--- config.mk ---
export PLATFORM = sky130hd
export DESIGN_NAME = rxq_ctl
export DESIGN_NICKNAME = d
export VERILOG_FILES = /design/src/rtl/rxq_pkg.sv /design/src/rtl/rxq_store.sv /design/src/rtl/rxq_admit.sv /design/src/rtl/rxq_slots.sv /design/src/rtl/rxq_ctl.sv
export SDC_FILE = /design/constraint.sdc
export NUM_CORES = 1
export LEC_CHECK = 0
export BUFFER_PORTS_ARGS = -buffer_cell sky130_fd_sc_hd__buf_2
export CAP_MARGIN = 10
export CORE_MARGIN = 3
export CORE_UTILIZATION = 25
export DETAILED_ROUTE_END_ITERATION = 10
export SYNTH_ARGS = -nofsm -noshare
export SYNTH_HDL_FRONTEND = slang
export SYNTH_HIERARCHICAL = 1
export SYNTH_SLANG_ARGS = --single-unit
--- constraint.sdc ---
create_clock -name clk -period 5.4 [get_ports clk]
set_clock_uncertainty 0.1 [all_clocks]
set_input_delay 1.35 -clock clk [delete_from_list [all_inputs] [get_ports clk]]
set_output_delay 1.35 -clock clk [all_outputs]
set_load 0.005 [all_outputs]
--- src/rtl/rxq_pkg.sv ---
package rxq_pkg;

  // Block size chosen by the shared threshold select.
  function automatic int unsigned thr_bytes(input logic hi_sel,
                                            input int unsigned lo_v,
                                            input int unsigned hi_v);
    return hi_sel ? hi_v : lo_v;
  endfunction

  // A block closes when it reaches the threshold or the message ends.
  function automatic logic closes_block(input int unsigned fill_after,
                                        input int unsigned thr,
                                        input logic msg_end);
    return (fill_after >= thr) || msg_end;
  endfunction

  // Ring pointer arithmetic; the depth is a power of two, so wrap is truncation.
  function automatic int unsigned ring_add(input int unsigned ptr,
                                           input int unsigned step,
                                           input int unsigned depth);
    return (ptr + step) % depth;
  endfunction

endpackage

--- src/rtl/rxq_store.sv ---
module rxq_store #(
  parameter int DW    = 8,
  parameter int DEPTH = 64,
  localparam int AW   = $clog2(DEPTH)
) (
  input  logic          clk,
  input  logic          we,
  input  logic [AW-1:0] waddr,
  input  logic [DW-1:0] wdata,
  input  logic [AW-1:0] raddr,
  output logic [DW-1:0] rdata
);

  logic [DW-1:0] mem [DEPTH];

  always_ff @(posedge clk) begin
    if (we) mem[waddr] <= wdata;
  end

  assign rdata = mem[raddr];

endmodule

--- src/rtl/rxq_admit.sv ---
module rxq_admit #(
  parameter int DEPTH  = 64,
  parameter int THR_LO = 32,
  parameter int THR_HI = 48,
  localparam int AW    = $clog2(DEPTH),
  localparam int CW    = $clog2(DEPTH + 1)
) (
  input  logic          clk,
  input  logic          rst_n,
  input  logic          cfg_thr48,
  input  logic          cfg_xp,
  input  logic          rx_valid,
  input  logic          rx_eom,
  input  logic          slots_full,
  input  logic          rel_vld,
  input  logic [CW-1:0] rel_len,
  output logic          wr_en,
  output logic [AW-1:0] wr_addr,
  output logic          seal,
  output logic          seal_eom,
  output logic [CW-1:0] seal_len,
  output logic          drop
);

  logic [CW-1:0] used, used_nx;
  logic [CW-1:0] fill, fill_inc, thr_n;
  logic [AW-1:0] wptr;
  logic          msg_end, closes, room, accept;

  assign thr_n    = CW'(rxq_pkg::thr_bytes(cfg_thr48, THR_LO, THR_HI));
  assign fill_inc = fill + CW'(1);
  assign msg_end  = rx_eom && !cfg_xp;
  assign closes   = rxq_pkg::closes_block(int'(fill_inc), int'(thr_n), msg_end);
  assign room     = used < CW'(DEPTH);
  assign accept   = rx_valid && room && !(closes && slots_full);
  assign drop     = rx_valid && !accept;

  assign wr_en    = accept;
  assign wr_addr  = wptr;
  assign seal     = accept && closes;
  assign seal_eom = msg_end;
  assign seal_len = fill_inc;

  always_comb begin
    used_nx = used;
    if (accept)  used_nx = used_nx + CW'(1);
    if (rel_vld) used_nx = used_nx - rel_len;
  end

  always_ff @(posedge clk or negedge rst_n) begin
    if (!rst_n) begin
      used <= '0;
      fill <= '0;
      wptr <= '0;
    end else begin
      used <= used_nx;
      if (accept) begin
        wptr <= AW'(rxq_pkg::ring_add(int'(wptr), 1, DEPTH));
        fill <= closes ? '0 : fill_inc;
      end
    end
  end


  fill_bound_chk: assert property (@(posedge clk) disable iff (!rst_n)
    used <= CW'(DEPTH));


  full_drop_chk: assert property (@(posedge clk) disable iff (!rst_n)
    (rx_valid && used == CW'(DEPTH)) |-> drop);

endmodule

--- src/rtl/rxq_slots.sv ---
module rxq_slots #(
  parameter int DEPTH = 64,
  localparam int AW   = $clog2(DEPTH),
  localparam int CW   = $clog2(DEPTH + 1)
) (
  input  logic          clk,
  input  logic          rst_n,
  input  logic          seal,
  input  logic          seal_eom,
  input  logic [CW-1:0] seal_len,
  input  logic          drop,
  input  logic          host_rd,
  input  logic          host_rack,
  input  logic          host_stat_rd,
  output logic          slots_full,
  output logic          rel_vld,
  output logic [CW-1:0] rel_len,
  output logic [AW-1:0] rd_addr,
  output logic          irq_rmr,
  output logic          irq_rme,
  output logic          irq_ovf,
  output logic          stat_ovf,
  output logic [CW-1:0] blk_len
);

  // offered block (p_*) and waiting block (q_*)
  logic          p_vld, p_eom, q_vld, q_eom;
  logic [CW-1:0] p_len, q_len;
  logic          np_vld, np_eom, nq_vld, nq_eom;
  logic [CW-1:0] np_len, nq_len;
  logic          present;
  logic [AW-1:0] base;
  logic [CW-1:0] off;
  logic          rd_step;

  assign rel_vld    = host_rack && p_vld;
  assign rel_len    = p_len;
  assign slots_full = p_vld && q_vld;
  assign rd_addr    = AW'(rxq_pkg::ring_add(int'(base), int'(off), DEPTH));
  assign rd_step    = host_rd && p_vld && (off < p_len);

  always_comb begin
    np_vld = p_vld; np_eom = p_eom; np_len = p_len;
    nq_vld = q_vld; nq_eom = q_eom; nq_len = q_len;
    present = 1'b0;
    if (rel_vld) begin
      np_vld = q_vld; np_eom = q_eom; np_len = q_len;
      nq_vld = 1'b0;
      present = q_vld;
    end
    if (seal) begin
      if (!np_vld) begin
        np_vld = 1'b1; np_eom = seal_eom; np_len = seal_len;
        present = 1'b1;
      end else begin
        nq_vld = 1'b1; nq_eom = seal_eom; nq_len = seal_len;
      end
    end
  end

  always_ff @(posedge clk or negedge rst_n) begin
    if (!rst_n) begin
      p_vld <= 1'b0; p_eom <= 1'b0; p_len <= '0;
      q_vld <= 1'b0; q_eom <= 1'b0; q_len <= '0;
      base <= '0; off <= '0;
      irq_rmr <= 1'b0; irq_rme <= 1'b0; irq_ovf <= 1'b0;
      stat_ovf <= 1'b0; blk_len <= '0;
    end else begin
      p_vld <= np_vld; p_eom <= np_eom; p_len <= np_len;
      q_vld <= nq_vld; q_eom <= nq_eom; q_len <= nq_len;
      if (rel_vld) base <= AW'(rxq_pkg::ring_add(int'(base), int'(p_len), DEPTH));
      if (rel_vld || present) off <= '0;
      else if (rd_step)       off <= off + CW'(1);
      irq_rmr <= present && !np_eom;
      irq_rme <= present && np_eom;
      if (present) blk_len <= np_len;
      irq_ovf <= drop;
      if (drop)              stat_ovf <= 1'b1;
      else if (host_stat_rd) stat_ovf <= 1'b0;
    end
  end


  irq_excl_chk: assert property (@(posedge clk) disable iff (!rst_n)
    $onehot0({irq_rmr, irq_rme, present && $past(present) && !$past(rel_vld) && !$past(seal)}));


  rd_hold_chk: assert property (@(posedge clk) disable iff (!rst_n)
    (host_rd && p_vld && !host_rack && !seal && off >= p_len) |=> $stable(off));


  ovf_set_chk: assert property (@(posedge clk) disable iff (!rst_n)
    drop |=> (stat_ovf && irq_ovf));


  ovf_clr_chk: assert property (@(posedge clk) disable iff (!rst_n)
    (host_stat_rd && !drop) |=> !stat_ovf);


  idle_rack_chk: assert property (@(posedge clk) disable iff (!rst_n)
    (host_rack && !p_vld && !seal) |=> (!irq_rmr && !irq_rme && $stable(base)));

endmodule

--- src/rtl/rxq_ctl.sv ---
module rxq_ctl #(
  parameter int DW     = 8,
  parameter int DEPTH  = 64,
  parameter int THR_LO = 32,
  parameter int THR_HI = 48,
  localparam int AW    = $clog2(DEPTH),
  localparam int CW    = $clog2(DEPTH + 1)
) (
  input  logic          clk,
  input  logic          rst_n,
  input  logic          cfg_thr48,
  input  logic          cfg_xp,
  input  logic          rx_valid,
  input  logic [DW-1:0] rx_data,
  input  logic          rx_eom,
  input  logic          host_rd,
  output logic [DW-1:0] host_rdata,
  input  logic          host_rack,
  input  logic          host_stat_rd,
  output logic          irq_rmr,
  output logic          irq_rme,
  output logic          irq_ovf,
  output logic          stat_ovf,
  output logic [CW-1:0] blk_len
);

  // internal events between the admit stage and the block slots
  logic          wr_en, seal, seal_eom, drop;
  logic [AW-1:0] wr_addr, rd_addr;
  logic [CW-1:0] seal_len, rel_len;
  logic          slots_full, rel_vld;

  rxq_admit #(.DEPTH(DEPTH), .THR_LO(THR_LO), .THR_HI(THR_HI)) u_admit (
    .clk, .rst_n, .cfg_thr48, .cfg_xp, .rx_valid, .rx_eom,
    .slots_full, .rel_vld, .rel_len,
    .wr_en, .wr_addr, .seal, .seal_eom, .seal_len, .drop
  );

  rxq_store #(.DW(DW), .DEPTH(DEPTH)) u_store (
    .clk, .we(wr_en), .waddr(wr_addr), .wdata(rx_data),
    .raddr(rd_addr), .rdata(host_rdata)
  );

  rxq_slots #(.DEPTH(DEPTH)) u_slots (
    .clk, .rst_n, .seal, .seal_eom, .seal_len, .drop,
    .host_rd, .host_rack, .host_stat_rd,
    .slots_full, .rel_vld, .rel_len, .rd_addr,
    .irq_rmr, .irq_rme, .irq_ovf, .stat_ovf, .blk_len
  );


  xp_no_eom_seal_chk: assert property (@(posedge clk) disable iff (!rst_n)
    (cfg_xp && seal) |-> (seal_len == CW'(cfg_thr48 ? THR_HI : THR_LO)));

endmodule

# Word-level counts from Yosys, hierarchy flattened
# Memory sizes are Yosys's and may differ from the RTL's.
# Index checks and enable logic that the tools add are counted.
# Widths: inputs -> output; s select.
# word_totals
ramBits,512
mem_count,1
reg_bits,62
# mem_list
memory,words,word_bits,read_ports,rd_ports_with_merged_regs,wr,line,rtl
u_store.mem,64,8,1,0,1,rxq_store.sv:14,logic [DW-1:0] mem [DEPTH];
# op_classes
n_lt_le_gt_ge,3
addsub,7
n_mux,24
reduce_logical,21
# ops
op,count
$mux 7,8
$add 7x1->7 const B,3
$mux 1,15
$add 6x6->6,2
$logic_and 1x1->1,12
$ge 7x7->1,1
$lt 7x7->1,1
$lt 7x7->1 const B,1
$sub 7x7->7,1
$add 6x1->6 const B,1
$mux 5,1
$logic_not 1->1,4
$reduce_bool 2->1,2
$logic_or 1x1->1,2
$reduce_and 2->1,1

# Logic depth before layout (Yosys ltp)
# Gate-level depths: netlist (run 1).
# depth
word_depth,10
mapped_depth,20
mapped_depth_nobuf,19

# Modules after synthesis
# Netlist (run 1), hierarchy kept.
# by_module_without_submodules
mod,area_per_inst_um2,seq_area_each_um2,instances,cells_per_inst
rxq_store,20006.7,15374.7,1,932
rxq_slots,2239.6,1051.0,1,198
rxq_admit,1337.5,500.5,1,134

# Least setup slack after synthesis (run 1)
# Ideal clock, no wire load.
# synth_timing
path_kind,input port to flip-flop
startpoint,in cfg_thr48
endpoint,reg u_admit.used[6]
stages,17
required_time_ps,5171
path_buffers,1
arrival_time_ps,4144
setup_ps,129
setup_slack_ps,1027
cell_sequence,ha_1 > nand3_1 > o31ai_2 > o21ai_2 > a41o_4 > buf_4 > xnor2_1 > ha_1 > inv_1 > fa_1 > a21o_1 > a21oi_1 > o21bai_1 > a21oi_1 > xor2_1 > nand2_1 > xor2_1
# synth_between
elab_chain_len,9
# synth_rtl
element,line,rtl
"start, declared",rxq_ctl.sv:11,"input logic cfg_thr48,"
$mux 5 (*),rxq_pkg.sv:7,return hi_sel ? hi_v : lo_v;
$ge 7x7->1 (*),rxq_pkg.sv:14,return (fill_after >= thr) || msg_end;
$logic_or 1x1->1 (*),rxq_pkg.sv:14,
$logic_and 1x1->1 (*),rxq_admit.sv:35,assign accept = rx_valid && room && !(closes && slots_full);
$logic_not 1->1 (*),rxq_admit.sv:35,
$logic_and 1x1->1 (*),rxq_admit.sv:35,
named net wr_en,rxq_ctl.sv:28,"logic wr_en, seal, seal_eom, drop;"
$mux 7 (*),rxq_admit.sv:46,if (accept) used_nx = used_nx + CW'(1);
$sub 7x7->7,rxq_admit.sv:47,if (rel_vld) used_nx = used_nx - rel_len;
$mux 7 (*),rxq_admit.sv:47,
named net u_admit.used_nx[6],rxq_admit.sv:25,"logic [CW-1:0] used, used_nx;"
"end signal, assigned",rxq_admit.sv:56,used <= used_nx;
"end, declared",rxq_admit.sv:25,
# Mark *: on every way through the listed nets, which the timed path passes. The rest lies on a longest branch.
# A chain may end at the register's enable or synchronous reset.

# Final worst setup path (run 1)
# layout_timing
startpoint,reg u_slots.off[0]
endpoint,out host_rdata[0]
# layout_between
elab_chain_len,2
# layout_rtl
element,line,rtl
"start, declared",rxq_slots.sv:33,logic [CW-1:0] off;
"start signal, assigned",rxq_slots.sv:73,else if (rd_step) off <= off + CW'(1);
$add 6x6->6,rxq_pkg.sv:21,return (ptr + step) % depth;
named net rd_addr[1],rxq_ctl.sv:29,"logic [AW-1:0] wr_addr, rd_addr;"
$mem_v2 64x8,--,
"end, declared",rxq_ctl.sv:17,"output logic [DW-1:0] host_rdata,"
# The timed path passes the listed nets, and every way through them passes these cells.

==> out/qor.txt, run 1 <==
status - finished clean
RR Endpoint - u_store/mem[6][1]
f_max - 0.188 GHz
DRC violations left - 0
CTS Buf Count - 57
setup ws final - 0.0887 ns
Most used DFF post-synth - edfxtp_1
Post-synth EDFFs - 512
endpoints failing hold - 0
asr flop ratio synth - 0.108
pin count of the biggest net entering global routing - 65
clock-pin slew of the registers on the worst-case setup and hold paths - 0.06 ns
clock sinks - 574
Worst setup SP type - flip-flop
num rows - 112
starting density of the core - 0.252
Yosys cell types - 68
R2R depth - 11
YS warnings - 6
Avg WL per Cell - 20.0 um
clock latency on the worst-skew pair - 0.60 ns
Die W - 313 um
Worst Hold Class - flip-flop to flip-flop
reg2reg start - u_admit/fill[0]
RSZ-0062 raised after global routing - true
Critical Path End Type - output pin
P_leak - 8.99 nW
Critical Path AT - 3.86 ns
commonest cells after routing, fill and taps aside - edfxtp_1 (512), mux4_2 (126), nor2_1 (90)
fin crit period - 5.31 ns
Worst Max-Slew Pin Slew - 1.15 ns
CTS tree - built
overall power - 14.3 mW
area delta synth->final - 16.6%
Min Hold Slack - 0.393 ns
crit path launch - u_slots/off[0]
CTS H-tree lvls - 2
flop2flop setup slack - 1.03 ns
antenna violations before repair - 0
global placement routability congestion - 0.783
via count - 12116
Syn Area/Cell - 18.7 um2
CTS root buf - clkbuf_16
WS Path Type - flip-flop to output pin
crit share post-route - 0.984
peak supply drop - 0.369 mV
nets - 1399
Finished Layout Cells - 2648
vias in the first global route - 12559
post-placement cell count - 2540
drt first-iter violations - 1096
Syn Std Cell Area - 0.0236 mm2
GRT Overall Usage - 0.107
final core occ - 0.294
syn_nets - 1311
CP Max Fanout - 11
share of the yosys chip area belonging to registers - 0.718
core box area - 0.0935 mm2
dpl ws - 0.517 ns
Yosys reg bits - 574
most common cell after layout, fill and taps aside - edfxtp_1
Relative slew margins - 0.231
routed wire length - 52800 um
first-pass GRT wire length - 80400 um
crit path to - host_rdata[0]
DRT Pass-1 Iters - 5
via/cell ratio - 4.58
GRT overflow - 0
Buffers on Ports - 35
die area - 0.0981 mm2
PwrDens - 519 mW/mm2
Mapped Cells - 1264
fraction of layout cells with a size suffix above 1 - 0.261
ANT cells - 0
Top Ports - 36
Die H - 313 um
worst path required time - 3.95 ns
DP HPWL - 33800 um
fill count - 9193
maxcap violations - 0
Clock Tree Buf Depth - 3
ANT nets after route - 0
fin. max-slew vios - 0
Final setup viols - 0
CTS Hold Bufs - 0
==> stage by stage <==
step	instance area, um2	setup TNS [ns]
6_report	27500	0
5_1_grt	27500	-0.0131
4_1_cts	27400	0
3_5_place_dp	25400	0
3_3_place_gp	25400	0
2_1_floorplan	23600	0
==> Yosys cell counts (4+ instances only) <==
| library cell | number | area, um2 |
|---|---|---|
| edfxtp_1 | 512 | 15400 |
| mux4_2 | 126 | 2840 |
| nor2_1 | 91 | 342 |
| dfrtp_1 | 62 | 1550 |
| nand2_1 | 44 | 165 |
| mux2_2 | 36 | 405 |
| mux2i_1 | 35 | 350 |
| ha_1 | 27 | 338 |
| nand3_1 | 26 | 130 |
| inv_1 | 24 | 90.1 |
| clkbuf_1 | 20 | 75.1 |
| o21ai_0 | 20 | 100 |
| nor2b_1 | 17 | 106 |
| xnor2_1 | 17 | 149 |
| a21oi_1 | 15 | 75.1 |
| buf_4 | 15 | 113 |
| buf_2 | 13 | 65.1 |
| nand2b_1 | 13 | 81.3 |
| xor2_1 | 13 | 114 |
| a21o_1 | 11 | 82.6 |
| nor3_1 | 8 | 40.0 |
| o221ai_1 | 8 | 70.1 |
| o22ai_1 | 8 | 50.1 |
| nand4_1 | 7 | 43.8 |
| a211oi_1 | 6 | 45.0 |
| a221oi_1 | 6 | 52.6 |
| buf_1 | 5 | 18.8 |
| a31oi_1 | 4 | 25.0 |
| and3_1 | 4 | 25.0 |
| buf_6 | 4 | 45.0 |
| nor4_1 | 4 | 25.0 |
==> routing by layer <==
layer | GRT usage | share of wire | wire length [um] | vias up
met2 | 0.171 | 0.47 | 25000 | 375
met3 | 0.0201 | 0.063 | 3330 | 89
met4 | 0.0331 | 0.028 | 1490 | 0
met1 | 0.147 | 0.44 | 23000 | 6389
met5 | 0 | 0 | 0 | -
li1 | - | - | - | 5263
==> repair_timing <==
item | CTS | global route
setup buffers | 4 | 2
pin swaps | 1 | 0
endpoints found under the hold margin | 0 | 0
endpoints found under the setup margin | 8 | 8
gates resized for setup | 10 | 10
==> worst min path at each step <==
stage	slack, ns	start	cells after the start	endpoint
floorplan	0.35	u_slots/q_vld	2	u_slots/q_vld
global placement	0.36	u_slots/stat_ovf	1	u_slots/stat_ovf
detailed placement	0.38	u_slots/base[5]	1	u_slots/base[5]
CTS	0.40	u_slots/q_vld	2	u_slots/q_vld
global route	0.42	u_slots/q_len[5]	1	u_slots/q_len[5]
finish	0.39	u_slots/base[5]	1	u_slots/base[5]
==> layout make-up <==
cell class              instances  area (um2)  area share
well taps                    1254        1570      0.0570
clock inverters                30         329      0.0120
flip-flops and latches        574       16900       0.615
repair buffers                 89         692      0.0252
multi-input cells             606        6360       0.231
clock buffers                  71        1540      0.0560
inverters                      24        90.1     0.00328
==> flip-flops by register name, indices dropped and copies added (netlist names) <==
| name | cells |
|---|---|
| u_admit/fill | 7 |
| u_admit/used | 7 |
| u_admit/wr_addr | 6 |
| u_slots/base | 6 |
| u_slots/blk_len | 7 |
| u_slots/irq_ovf | 1 |
| u_slots/irq_rme | 1 |
| u_slots/irq_rmr | 1 |
| u_slots/off | 7 |
| u_slots/p_eom | 1 |
| u_slots/p_vld | 1 |
| u_slots/q_eom | 1 |
| u_slots/q_len | 7 |
| u_slots/q_vld | 1 |
| u_slots/rel_len | 7 |
| u_slots/stat_ovf | 1 |
| u_store/mem | 512 |
==> report_power, final <==
group          internal (mW)  total, mW  leakage [nW]  switching [mW]
clock                   2.26       3.92         0.910            1.65
combinational           2.38       5.04          2.65            2.66
sequential              5.11       5.31          5.42           0.204
==> cells by family after synthesis <==
| kind of cell | after synthesis | share of synthesized area |
|---|---|---|
| multiplexers | 198 | 0.153 |
| adder cells (fa/ha/maj) | 30 | 0.0169 |
| flip-flops | 574 | 0.718 |
| XOR/XNOR | 30 | 0.0111 |
| AO/OA/AOI/OAI | 116 | 0.0357 |
| buffers and inverters | 84 | 0.0192 |
| AND/OR/NAND/NOR | 232 | 0.0464 |
==> worst max-delay path, cell delays in order (launching register included) <==
cell	delay, ns
dfrtp_2	0.46
ha_4	0.18
fa_4	0.93
buf_4	0.26
mux4_2	0.34
mux4_2	0.54
nor2_1	0.16
nor3_1	0.10
o2bb2ai_1	0.15
buf_2	0.14
(Power assumes the default switching activity.)
==> run 2, diff against run 1 <==
--- a/config.mk
+++ b/config.mk
@@ -8,9 +8,8 @@
 export BUFFER_PORTS_ARGS = -buffer_cell sky130_fd_sc_hd__buf_2
 export CAP_MARGIN = 10
 export CORE_MARGIN = 3
-export CORE_UTILIZATION = 25
+export CORE_UTILIZATION = 45
 export DETAILED_ROUTE_END_ITERATION = 10
 export SYNTH_ARGS = -nofsm -noshare
 export SYNTH_HDL_FRONTEND = slang
-export SYNTH_HIERARCHICAL = 1
 export SYNTH_SLANG_ARGS = --single-unit
==> run 2 against run 1 <==
  * Count of clock-buffer cells in the layout increased by 8
  * Via count increased by 0.50%
  * Synthesized cell count increased by 3.7%
  * Sequential power increased by 1%
  * Register-to-register slack got worse by 0.15 ns
  * First-iteration DRC count increased by 0.27%
  * Global-route usage increased by 8.7 points
  * Flip-flop and latch count unchanged
  * Sequential share of layout area increased by 0.94 points
  * Total power increased by 10%
  * Critical path type unchanged
  * Critical endpoint is now host_rdata[6]
==> out/qor.txt, run 2 <==
status - finished clean
top cells by area, synth - edfxtp_1 (65%), mux4_2 (13%), dfrtp_1 (6.6%)
Worst Max-Slew Pin Slew - 1.23 ns
Post-synth top cells - edfxtp_1 (512), mux4_2 (131), nand2_1 (114)
fraction of layout cells with a size suffix above 1 - 0.257
Worst Hold Class - flip-flop to flip-flop
area delta synth->final - 14.9%
Worst setup SP type - flip-flop
Die W - 235 um
Biggest register - u_store.mem
Worst path slowest cell - fa_4
drt first-iter violations - 1099
via count - 12177
Yosys reg bits - 574
Critical path buffers and inverters - 3
Buffers on Ports - 35
overall power - 15.8 mW
Post-synth EDFFs - 512
Yosys top cell area share - 0.652
DRC violations left - 0
clock-pin slew of the registers on the worst-case setup and hold paths - 0.06 ns
CP Max Fanout - 15
Final setup viols - 0
CTS H-tree lvls - 2
DRT Pass-1 Iters - 5
nets - 1489
num rows - 83
core box area - 0.0516 mm2
CTS root buf - clkbuf_16
Die H - 235 um
fill count - 4055
Critical Path AT - 3.84 ns
Most used DFF post-synth - edfxtp_1
clock latency on the worst-skew pair - 0.60 ns
CTS Hold Bufs - 0
asr flop ratio synth - 0.108
Top Ports - 36
share of the yosys chip area belonging to registers - 0.718
CTS tree - built
GRT Overall Usage - 0.194
dpl cell area - 0.0251 mm2
max reg flops - 512
GRT overflow - 0
pin count of the biggest net entering global routing - 65
first-pass GRT wire length - 81100 um
Syn Std Cell Area - 0.0236 mm2
reg2reg start - u_admit.fill[0]
Relative slew margins - 0.177
crit-path leading delay family - adder cells
Yosys cell types - 58
vias in the first global route - 12713
clock sinks - 574
Finished Layout Cells - 2160
Mapped Cells - 1311
count leader, synth - edfxtp_1
most common cell type on the critical path - mux4_2
global placement routability congestion - 0.797
most common cell after layout, fill and taps aside - edfxtp_1
CTS Buf Count - 58
PwrDens - 582 mW/mm2
peak supply drop - 0.368 mV
via/cell ratio - 5.64
endpoints failing hold - 0
ANT nets after route - 0
maxcap violations - 0
final core occ - 0.525
crit share post-route - 0.980
Syn Area/Cell - 18.0 um2
crit path launch - u_slots.off[0]
fin. max-slew vios - 0
routed wire length - 53300 um
final instance area - 0.0271 mm2
ANT cells - 0
Hold Crit Start - u_slots.stat_ovf
starting density of the core - 0.457
fin crit period - 5.29 ns
Clock Tree Buf Depth - 3
Synth area leader - edfxtp_1
YS warnings - 0
worst path required time - 3.95 ns
Critical Path End Type - output pin
CP Cell Sequence - ha_4, fa_4, buf_12, buf_6, mux4_2, mux4_2, mux2i_1, a221oi_2, buf_2
P_leak - 9.22 nW
syn_nets - 1359
DP HPWL - 32600 um
Avg WL per Cell - 24.7 um
commonest cells after routing, fill and taps aside - edfxtp_1 (512), mux4_2 (131), nand2_1 (114)
f_max - 0.189 GHz
die area - 0.0552 mm2
antenna violations before repair - 0
post-placement cell count - 2050
WS Path Type - flip-flop to output pin
setup TNS - 0 ns
crit-path max cell delay - 0.90 ns
==> run 2: cell count changes after synthesis, moves of 8 or more <==
cell,before,now
inv_1,24,15
buf_4,15,7
nand2b_1,13,5
nor2b_1,17,8
nand2_1,44,114
mux2_2,36,13
a21oi_1,15,28
o221ai_1,8,0
==> run 2: path summary, 6_finish.rpt <==
| path | depth (start not counted) | slack (ns) | end |
|---|---|---|---|
| worst max-delay path | 9 | 0.11 | host_rdata[6] |
| worst min-delay path | 1 | 0.38 | u_slots.stat_ovf |
| worst max register to register | 18 | 0.88 | u_admit.used[6] |
| worst min register to register | 1 | 0.38 | u_slots.stat_ovf |
| max in group asynchronous | 2 | 3.53 | u_slots.off[0] |
| min in group asynchronous | 1 | 0.79 | u_slots.irq_rmr |
==> run 2: logic make-up after synthesis <==
logic type / share of synthesized area
muxes: 0.146
and+or+nand+nor: 0.0552
xor gates and xnor gates: 0.0130
buffers and inverters: 0.0146
adders and majority gates: 0.0174
DFF: 0.718
AOI/OAI and AO/OA: 0.0357
==> run 2: final cells by class <==
cell class,count,area [um2],area share
Clock inverter,20,155,0.00573
Multi-Input combinational cell,660,6460,0.238
Timing Repair Buffer,132,1070,0.0394
Inverter,15,56.3,0.00208
Tap cell,680,851,0.0314
Sequential cell,574,16900,0.625
Clock buffer,79,1570,0.0580
==> run 2: per-layer routing <==
metal | up-vias | track usage | wire length, um
li1 | 5444 | - | -
met1 | 6351 | 0.278 | 23500
met2 | 304 | 0.312 | 25900
met3 | 78 | 0.0359 | 2880
met4 | 0 | 0.0466 | 1110
met5 | - | 0 | 0
==> run 2: what timing repair did <==
action / 4_1_cts / 5_1_grt
resized for setup: 18 / 8
cloned: 1 / 0
endpoints found under the setup margin: 8 / 7
pin swaps: 2 / 1
setup buffers: 9 / 0
==> run 2: power breakdown <==
group | total [mW] | internal [mW] | switching (mW)
Sequential | 5.37 | 5.14 | 0.238
Combinational | 6.68 | 3.11 | 3.57
Clock | 3.70 | 2.11 | 1.59
==> run 2: through the flow <==
step	hold WS, ns	worst slack (ns)
detailed placement	0.363	0.407
finish	0.377	0.110
floorplan	0.365	1.08
global route	0.418	-0.00459
global placement	0.356	0.464
CTS	0.377	0.0114
